## config.mk

```make
export PLATFORM = sky130hd
export DESIGN_NAME = port_pin_ctrl
export DESIGN_NICKNAME = d
export VERILOG_FILES = /design/src/rtl/pp_pkg.sv /design/src/rtl/pp_regfile.sv /design/src/rtl/pp_pin_cell.sv /design/src/rtl/pp_read_unit.sv /design/src/rtl/port_pin_ctrl.sv
export SDC_FILE = /design/constraint.sdc
export NUM_CORES = 1
export LEC_CHECK = 0
export ABC_AREA = 1
export BUFFER_PORTS_ARGS = -buffer_cell sky130_fd_sc_hd__buf_2
export CORE_ASPECT_RATIO = 1.75
export CORE_MARGIN = 3
export CORE_UTILIZATION = 49
export DETAILED_ROUTE_END_ITERATION = 6
export HOLD_SLACK_MARGIN = 0.12
export PLACE_DENSITY = 0.78
export REMOVE_ABC_BUFFERS = 1
export SLEW_MARGIN = 40
export SYNTH_ARGS = -nofsm -noshare
export SYNTH_HDL_FRONTEND = slang
export SYNTH_HIERARCHICAL = 1
export SYNTH_SLANG_ARGS = --single-unit
export TNS_END_PERCENT = 20
```

## constraint.sdc

```tcl
create_clock -name clk -period 4.4 [get_ports clk]
set_clock_uncertainty 0.2 [all_clocks]
set_input_delay 0.22 -clock clk [delete_from_list [all_inputs] [get_ports clk]]
set_output_delay 0.22 -clock clk [all_outputs]
set_load 0.005 [all_outputs]
```

## src/rtl/pp_pkg.sv

```systemverilog
package pp_pkg;
   localparam int KIND_W = 2;

   typedef enum logic [KIND_W-1:0] {
      RK_DATA   = 2'd0,
      RK_OSTYLE = 2'd1,
      RK_ISTYLE = 2'd2,
      RK_GLOBAL = 2'd3
   } reg_kind_e;
endpackage

```

## src/rtl/pp_regfile.sv

```systemverilog
module pp_regfile
   import pp_pkg::*;
#(
   parameter int NUM_PORTS   = 4,
   parameter int PORT_W      = 8,
   parameter int ANALOG_PORT = 1
) (
   input  logic                          clk,
   input  logic                          rst_n,
   input  logic                          we,
   input  logic                          bit_en,
   input  logic [$clog2(PORT_W)-1:0]     bit_sel,
   input  logic [KIND_W-1:0]             kind,
   input  logic [$clog2(NUM_PORTS)-1:0]  port,
   input  logic [PORT_W-1:0]             wdata,
   output logic [NUM_PORTS*PORT_W-1:0]   data_o,
   output logic [NUM_PORTS*PORT_W-1:0]   ostyle_o,
   output logic [NUM_PORTS*PORT_W-1:0]   istyle_o,
   output logic                          pu_kill_o
);
   localparam int PIX_W = $clog2(NUM_PORTS);

   // Apply a byte write, or replace the single selected bit
   function automatic logic [PORT_W-1:0] merge(input logic [PORT_W-1:0] old_v,
                                               input logic [PORT_W-1:0] wd,
                                               input logic              ben,
                                               input logic [$clog2(PORT_W)-1:0] sel);
      logic [PORT_W-1:0] r;
      if (ben) begin
         r      = old_v;
         r[sel] = wd[0];
      end else begin
         r = wd;
      end
      return r;
   endfunction

   logic port_ok;
   assign port_ok = (int'(port) < NUM_PORTS);

   for (genvar p = 0; p < NUM_PORTS; p++) begin : g_port
      logic hit;
      assign hit = we && port_ok && (port == PIX_W'(p));

      logic [PORT_W-1:0] data_q, ostyle_q;
      always_ff @(posedge clk) begin
         if (!rst_n) begin
            data_q   <= '1;
            ostyle_q <= '0;
         end else begin
            if (hit && kind == RK_DATA)   data_q   <= merge(data_q, wdata, bit_en, bit_sel);
            if (hit && kind == RK_OSTYLE) ostyle_q <= merge(ostyle_q, wdata, bit_en, bit_sel);
         end
      end
      assign data_o[p*PORT_W +: PORT_W]   = data_q;
      assign ostyle_o[p*PORT_W +: PORT_W] = ostyle_q;

      if (p == ANALOG_PORT) begin : g_analog
         logic [PORT_W-1:0] istyle_q;
         always_ff @(posedge clk) begin
            if (!rst_n)                         istyle_q <= '1;
            else if (hit && kind == RK_ISTYLE)  istyle_q <= merge(istyle_q, wdata, bit_en, bit_sel);
         end
         assign istyle_o[p*PORT_W +: PORT_W] = istyle_q;
      end else begin : g_digital
         assign istyle_o[p*PORT_W +: PORT_W] = '1;
      end
   end

   always_ff @(posedge clk) begin
      if (!rst_n) begin
         pu_kill_o <= 1'b0;
      end else if (we && kind == RK_GLOBAL) begin
         if (!bit_en)          pu_kill_o <= wdata[0];
         else if (bit_sel == '0) pu_kill_o <= wdata[0];
      end
   end
endmodule

```

## src/rtl/pp_pin_cell.sv

```systemverilog
module pp_pin_cell (
   input  logic data_bit,
   input  logic push_pull,
   input  logic analog,
   input  logic own,
   input  logic own_drive,
   input  logic own_level,
   input  logic pu_kill,
   input  logic pin_in,
   output logic oe,
   output logic out,
   output logic pu,
   output logic din
);
   logic level, released;

   always_comb begin
      level    = own ? own_level : data_bit;
      released = own && !own_drive;
      if (analog || released) begin
         oe  = 1'b0;
         out = 1'b0;
      end else if (push_pull) begin
         oe  = 1'b1;
         out = level;
      end else begin
         oe  = !level;
         out = 1'b0;
      end
      pu  = !analog && !pu_kill && !(oe && !out);
      din = analog ? 1'b0 : pin_in;
   end
endmodule

```

## src/rtl/pp_read_unit.sv

```systemverilog
module pp_read_unit
   import pp_pkg::*;
#(
   parameter int NUM_PORTS = 4,
   parameter int PORT_W    = 8
) (
   input  logic                          clk,
   input  logic                          rst_n,
   input  logic                          re,
   input  logic                          rmw,
   input  logic [KIND_W-1:0]             kind,
   input  logic [$clog2(NUM_PORTS)-1:0]  port,
   input  logic [NUM_PORTS*PORT_W-1:0]   data_v,
   input  logic [NUM_PORTS*PORT_W-1:0]   ostyle_v,
   input  logic [NUM_PORTS*PORT_W-1:0]   istyle_v,
   input  logic [NUM_PORTS*PORT_W-1:0]   din_v,
   input  logic                          pu_kill,
   output logic [PORT_W-1:0]             rdata
);
   logic [PORT_W-1:0] sel_v;

   always_comb begin
      sel_v = '0;
      if (kind == RK_GLOBAL) begin
         sel_v[0] = pu_kill;
      end else if (int'(port) < NUM_PORTS) begin
         unique case (kind)
            RK_DATA:   sel_v = rmw ? data_v[port*PORT_W +: PORT_W] : din_v[port*PORT_W +: PORT_W];
            RK_OSTYLE: sel_v = ostyle_v[port*PORT_W +: PORT_W];
            RK_ISTYLE: sel_v = istyle_v[port*PORT_W +: PORT_W];
            default:   sel_v = '0;
         endcase
      end
   end

   always_ff @(posedge clk) begin
      if (!rst_n)  rdata <= '0;
      else if (re) rdata <= sel_v;
   end
endmodule

```

## src/rtl/port_pin_ctrl.sv

```systemverilog
module port_pin_ctrl
   import pp_pkg::*;
#(
   parameter int NUM_PORTS   = 4,
   parameter int PORT_W      = 8,
   parameter int ANALOG_PORT = 1
) (
   input  logic                                  clk,
   input  logic                                  rst_n,
   input  logic                                  bus_we,
   input  logic                                  bus_re,
   input  logic                                  bus_rmw,
   input  logic                                  bus_bit_en,
   input  logic [$clog2(PORT_W)-1:0]             bus_bit_sel,
   input  logic [KIND_W+$clog2(NUM_PORTS)-1:0]   bus_addr,
   input  logic [PORT_W-1:0]                     bus_wdata,
   output logic [PORT_W-1:0]                     bus_rdata,
   input  logic [NUM_PORTS*PORT_W-1:0]           pad_in,
   input  logic [NUM_PORTS*PORT_W-1:0]           xbar_own,
   input  logic [NUM_PORTS*PORT_W-1:0]           xbar_oe,
   input  logic [NUM_PORTS*PORT_W-1:0]           xbar_out,
   output logic [NUM_PORTS*PORT_W-1:0]           pad_oe,
   output logic [NUM_PORTS*PORT_W-1:0]           pad_out,
   output logic [NUM_PORTS*PORT_W-1:0]           pad_pu
);
   localparam int PIX_W = $clog2(NUM_PORTS);
   localparam int PIN_N = NUM_PORTS * PORT_W;

   if (NUM_PORTS < 2) begin : g_bad_ports
      $error("port_pin_ctrl: NUM_PORTS must be at least 2");
   end
   if (PORT_W < 2) begin : g_bad_width
      $error("port_pin_ctrl: PORT_W must be at least 2");
   end

   logic [KIND_W-1:0] kind;
   logic [PIX_W-1:0]  port;
   assign kind = bus_addr[KIND_W+PIX_W-1 -: KIND_W];
   assign port = bus_addr[PIX_W-1:0];

   logic [PIN_N-1:0] data_q, ostyle_q, istyle_q, analog_mask, din;
   logic             pu_kill_q;

   pp_regfile #(.NUM_PORTS(NUM_PORTS), .PORT_W(PORT_W), .ANALOG_PORT(ANALOG_PORT)) u_regs (
      .clk(clk), .rst_n(rst_n), .we(bus_we), .bit_en(bus_bit_en), .bit_sel(bus_bit_sel),
      .kind(kind), .port(port), .wdata(bus_wdata),
      .data_o(data_q), .ostyle_o(ostyle_q), .istyle_o(istyle_q), .pu_kill_o(pu_kill_q)
   );

   assign analog_mask = ~istyle_q;

   for (genvar i = 0; i < PIN_N; i++) begin : g_pin
      pp_pin_cell u_cell (
         .data_bit(data_q[i]), .push_pull(ostyle_q[i]), .analog(analog_mask[i]),
         .own(xbar_own[i]), .own_drive(xbar_oe[i]), .own_level(xbar_out[i]),
         .pu_kill(pu_kill_q), .pin_in(pad_in[i]),
         .oe(pad_oe[i]), .out(pad_out[i]), .pu(pad_pu[i]), .din(din[i])
      );
   end

   pp_read_unit #(.NUM_PORTS(NUM_PORTS), .PORT_W(PORT_W)) u_read (
      .clk(clk), .rst_n(rst_n), .re(bus_re), .rmw(bus_rmw), .kind(kind), .port(port),
      .data_v(data_q), .ostyle_v(ostyle_q), .istyle_v(istyle_q), .din_v(din),
      .pu_kill(pu_kill_q), .rdata(bus_rdata)
   );
endmodule

```

==> results of run 1 <==
cells in the final DEF, fill, tap and decap left out:
cell type      netlist  routed
nor2_1             196     195
inv_2                4       4
buf_16               0       1
nand3_2              1       1
nand2_2             65      65
buf_4               42       4
bufinv_16            0       1
o21ai_0              1       1
or2_1                2       2
ha_1                 2       2
dlygate4sd3_1        0       3
nand2_1            459     459
clkinv_2             0       3
a21oi_1             45      45
diode_2              0       1
o21ai_2              5       5
conb_1               1      24
clkbuf_16            0       9
nand3_1            214     214
buf_2               13     252
inv_1              245     245
clkbuf_1            10       2
dfxtp_1             81      81
nor2_2              10      11
or2_0               32      32
inv_4                2       2
cell families after synthesis:
| group | count (synthesis) | share of synthesized area |
|---|---|---|
| DFF | 81 | 0.213 |
| other | 1 | 0.000493 |
| adders and majority gates | 2 | 0.00329 |
| AOI/OAI and AO/OA | 51 | 0.0360 |
| buffers and inverters | 325 | 0.193 |
| and+or+nand+nor | 979 | 0.555 |
cell type report:
cell class                 count  area, sq um
antenna                        1         2.50
clock buffer                  11          233
clock inverter                 4         45.0
fill                        1610         6020
inverter                     251          947
multi-input combinational   1056         4610
sequential                    81         1620
tap                          183          229
timing repair buffer         260         1350
worst max-delay path by stage:
stage                     start               to  slack [ps]  cells past startpoint
2_1_floorplan       bus_addr[2]  u_read/rdata[0]        2400                      8
3_3_place_gp        bus_addr[2]  u_read/rdata[6]        2100                     11
3_5_place_dp        bus_addr[2]  u_read/rdata[6]        2090                     11
4_1_cts        u_regs/pu_kill_o       pad_pu[19]        2410                      4
5_1_grt             bus_addr[2]  u_read/rdata[6]        2220                     11
6_report            bus_addr[2]  u_read/rdata[6]        2380                     11
critical path, stage by stage:
cell and delay (ps):
buf_2 130, inv_1 70, ha_1 640, buf_4 380, or2_1 140, nand3_1 60
nand3_1 100, nand3_1 80, nand2_1 80, nand2_1 50, a21oi_1 140
power groups by stage:
stage	logic (uW)	clock network [uW]	registers (uW)
floorplan	313	0	777
global placement	529	0	781
detailed placement	538	0	781
CTS	542	736	765
global route	623	763	766
finish	555	725	765
sequential cells by signal (all words and copies together), names as in the netlist:
register and cells:
u_read/rdata 8, u_regs/g_port.data_q 32, u_regs/g_port.g_analog.istyle_q 8, u_regs/g_port.ostyle_q 32, u_regs/pu_kill_o 1
layer usage:
layer,part of all wire,GRT usage,wire length (um)
met1,0.36,0.299,8940
met2,0.51,0.508,12600
met3,0.078,0.0396,1910
met4,0.047,0.143,1160
met5,0,0,0
metrics by stage:
stage	cells	hold slack [ps]	total power, uW
finish	1847	163	2050
global route	1847	196	2150
CTS	1844	155	2040
detailed placement	1827	260	1320
global placement	1827	251	1310
floorplan	1388	104	1090
==> impl_metrics.csv, run 1 <==
group,metric,value,unit
status,outcome,"finished clean",
clock_tree,clkSlewWorstSetupHoldPaths,60,ps
grt,grtUsageTotal,0.275,
placement,gp_congestion,0.892,
clock_tree,htree_levels,3,
finish,final_core_util,0.600,
grt,overflow,0,
yosys,yosysWarnings,6,
critical_path,crit_type,"in2reg",
critical_path,worstReg2RegEnd,"u_read/rdata[0]",
yosys,yosysUniqueCellTypes,21,
sta,rsz0062_at_grt,"no",
yosys,synthTopCellsByArea,"nand2_1 23%, dfxtp_1 21%, nand3_1 14%",
floorplan,die_y,171,um
finish,area.growth.synth_to_final,18.8,%
clock_tree,cts.sinks,81,
routing,drc,0,
routing,vias,9212,
yosys,synth_edf_count,0,
pwr,sw_frac_of_total,0.319,
finish,layout-drive-gt1-share,0.215,
critical_path,startpoint_type,"primary input",
placement,pre_cts_ws,2090,ps
finish,design_area,9040,sq um
critical_path,reg2reg_depth,5,
routing,drt-total-wl,24.6,mm
placement,dpl_cell_area,8700,sq um
sta,min_period,2020,ps
sta,slew-limit-headroom,0.404,
clock_tree,numCtsBuffers,9,
yosys,synth.largest_area_cell,"nand2_1",
critical_path,r2r_slack,2910,ps
hold_path,min_from,"bus_wdata[7]",
routing,ant_nets,0,
floorplan,start_util,0.505,
yosys,synth.top_cell.area_share,0.226,
sta,setup_viol,0,
finish,final_nets,1810,
hold_path,min-delay-path-class,"in2reg",
pwr,intPower,1390,uW
routing,drtPass1Iterations,5,
hold_path,hold_path_depth,5,
clock_tree,postCtsResizedCells,0,
routing,wl_per_cell,13.3,um
pwr,power_leakage,0.00537,uW
sta,final_hold_viol_count,0,
placement,dp_hpwl,18.1,mm
floorplan,die-area,17100,sq um
yosys,syn-cell-area,7610,sq um
floorplan,coreArea,15100,sq um
yosys,synth-seq-cells,81,
job,maxCapViolations,0,
pwr,p_comb_frac,0.272,
yosys,ys_async_sr_fraction,0,
floorplan,die_x,100,um
yosys,ys_seq_area_frac,0.213,
grt,grt_pass1_wl,38.2,mm
pwr,ir_drop,0.167,mV
placement,io_buffers,252,
sta,slew_viol_final,0,
yosys,yosys-top-cells-count,"459 x nand2_1, 245 x inv_1, 214 x nand3_1",
clock_tree,clk_path_buf_depth,2,
routing,routed_via_density,4.99,
critical_path,required,4470,ps
grt,antenna_found_initial,1,
pwr,power_density,226,nW/um^2
clock_tree,root_buffer,"clkbuf_16",
clock_tree,cts_hold_buffers,2,
yosys,syn_inst,1439,
critical_path,path_max_fanout,18,
clock_tree,clk_latency,340,ps
clock_tree,cts_tree,"done",
sta,period_share,0.459,
grt,grt_pass1_vias,8299,
sta,setup-tns-final,0,ps
pwr,clockPowerShare,0.355,
routing,drt_iter0_markers,632,
floorplan,ios,253,
grt,grt_max_degree,45,
sta,fmaxAchievable,0.495,GHz
sta,setup_ws,2380,ps
critical_path,r2r_start,"u_regs/pu_kill_o",
clock_tree,cts_setup_buffers,0,
critical_path,crit_arrival,2090,ps
floorplan,rows,59,
critical_path,crit_path_end_kind,"register",
yosys,synth.most_common_cell,"nand2_1",
pwr,power_switching,653,uW
pwr,power_frac_seq,0.374,
hold_path,hold-path-endpoint,"u_regs/g_port[3].ostyle_q[7]",
yosys,synthFlopType,"dfxtp_1",
sta,tightestPinTransition,893,ps
yosys,syn_avg_cell_area,5.29,sq um
No activity file was read; power rests on OpenSTA's default activity.
==> run 2, diff against run 1 <==
--- a/config.mk
+++ b/config.mk
@@ -9,7 +9,7 @@
 export BUFFER_PORTS_ARGS = -buffer_cell sky130_fd_sc_hd__buf_2
 export CORE_ASPECT_RATIO = 1.75
 export CORE_MARGIN = 3
-export CORE_UTILIZATION = 49
+export CORE_UTILIZATION = 47
 export DETAILED_ROUTE_END_ITERATION = 6
 export HOLD_SLACK_MARGIN = 0.12
 export PLACE_DENSITY = 0.78
==> constraint.sdc (replaced) <==
create_clock -name clk -period 1.7 [get_ports clk]
set_clock_uncertainty 0.2 [all_clocks]
set_input_delay 0.085 -clock clk [delete_from_list [all_inputs] [get_ports clk]]
set_output_delay 0.085 -clock clk [all_outputs]
set_load 0.005 [all_outputs]
==> impl_metrics.csv, run 2 (same netlist as run 1, synthesis figures left out) <==
group,metric,value,unit
status,outcome,"finished clean",
sta,tightestPinTransition,522,ps
critical_path,critPathBufInv,2,
clock_tree,clkSlewWorstSetupHoldPaths,70,ps
floorplan,ios,253,
critical_path,crit_type,"reg2out",
finish,instances_no_fill,1893,
clock_tree,cts_tree,"done",
clock_tree,htree_levels,3,
routing,ant_nets,0,
critical_path,crit_chain,"buf_12 -> or2_0 -> nor2_1 -> buf_2",
grt,overflow,0,
placement,dp_hpwl,19.4,mm
critical_path,max_stage_delay,330,ps
critical_path,crit_path_end_kind,"output pin",
critical_path,required,1410,ps
grt,grtUsageTotal,0.274,
sta,fmaxAchievable,0.609,GHz
finish,layout-drive-gt1-share,0.232,
floorplan,coreArea,15600,sq um
floorplan,start_util,0.488,
sta,setup_ws,57.6,ps
critical_path,crit_arrival,1360,ps
sta,period_share,0.966,
placement,pre_cts_ws,53.0,ps
routing,drt_iter0_markers,621,
finish,final_core_util,0.613,
critical_path,path_max_fanout,27,
routing,drt-total-wl,25.1,mm
pwr,power_leakage,0.00563,uW
clock_tree,numCtsBuffers,9,
hold_path,min-delay-path-class,"in2reg",
sta,slew_viol_final,0,
routing,drtPass1Iterations,6,
routing,wl_per_cell,13.3,um
floorplan,die_y,174,um
critical_path,cp_slowest_cell,"dfxtp_2",
floorplan,die_x,102,um
finish,final_nets,1853,
routing,drc,0,
finish,n_antenna_cell,0,
grt,grt_max_degree,34,
clock_tree,root_buffer,"clkbuf_16",
placement,dpl_cell_area,9060,sq um
sta,setup_viol,0,
critical_path,startpoint_type,"register",
routing,routed_via_density,5.01,
finish,area.growth.synth_to_final,25.7,%
placement,gp_congestion,0.896,
grt,grt_pass1_wl,39.7,mm
floorplan,rows,60,
placement,dp_cells,1863,
clock_tree,clk_latency,350,ps
pwr,ir_drop,0.547,mV
grt,antenna_found_initial,0,
placement,io_buffers,252,
finish,reg.largest.list,"u_regs/g_port.data_q x32, u_regs/g_port.ostyle_q x32",
floorplan,die-area,17800,sq um
critical_path,critPathTopFamily,"simple AND/OR/NAND/NOR gates",
grt,grt_pass1_vias,8564,
clock_tree,cts.sinks,81,
sta,slew-limit-headroom,0.651,
finish,layout_common_cells,"458 x nand2_1, 250 x buf_2, 245 x inv_1, 214 x nand3_1, 195 x nor2_1",
sta,final_hold_viol_count,0,
pwr,power_density,603,nW/um^2
finish,final_common_cell,"nand2_1",
clock_tree,clk_path_buf_depth,2,
job,maxCapViolations,0,
finish,design_area,9570,sq um
routing,vias,9483,
sta,min_period,1640,ps
run 2: cell count changes in the layout (fill, tap and decap cells not counted), sizes merged:
cell,change
clkbuf,-2
bufinv,+2
clkinv,-1
diode,-1
clkinvlp,+2
dlygate4sd3,+10
buf,+33
run 2: cell type report:
cell class | count | area (sq um)
multi-input combinational | 1056 | 4630
timing repair buffer | 303 | 1800
fill | 1609 | 6040
tap | 186 | 233
inverter | 251 | 947
sequential | 81 | 1620
clock buffer | 9 | 225
clock inverter | 7 | 119
run 2: path summary, 6_finish.rpt:
| check | start | end | slack (ps) | depth (start not counted) |
|---|---|---|---|---|
| worst max-delay path | u_regs/pu_kill_o | pad_pu[23] | 60 | 4 |
| worst min register to register | u_read/rdata[1] | u_read/rdata[1] | 270 | 2 |
| worst min-delay path | pad_in[17] | u_read/rdata[1] | 140 | 9 |
| worst max register to register | u_regs/g_port[1].g_analog.istyle_q[0] | u_read/rdata[0] | 310 | 8 |
run 2: metal layers:
layer,global-route usage,wire [um]
met5,0,0
met4,0.113,987
met3,0.0281,1950
met2,0.489,12700
met1,0.325,9500
run 2: per-stage QoR:
stage          total power, uW  setup TNS (ps)  hold slack, ps
6_report                  5770               0             136
4_1_cts                   5750               0             127
3_5_place_dp              3500               0             230
2_1_floorplan             2820           -1310           -30.9
3_3_place_gp              3480               0             216
5_1_grt                   6060           -67.6             171
run 2: worst register-to-register path, cell delays in order, from the launching register on:
cell and delay, ps:
dfxtp_1 390, inv_1 90, nor2_1 140, nand2_1 70, nand3_1 80, nand3_1 80, nand3_1 80, nand3_1 70
a21oi_1 130
run 2: power by group:
part	leakage, uW	internal, uW	switching (uW)
registers	0.000657	1940	39.2
logic	0.00481	616	924
clock network	0.000162	1430	821
run 2: repair_timing:
item                       4_1_cts  5_1_grt
hold buffers                    13        0
resized for setup                1        9
setup endpoints to repair        1       29
pin swaps                        0        2
hold endpoints to repair        59        0
setup buffers                    0        1
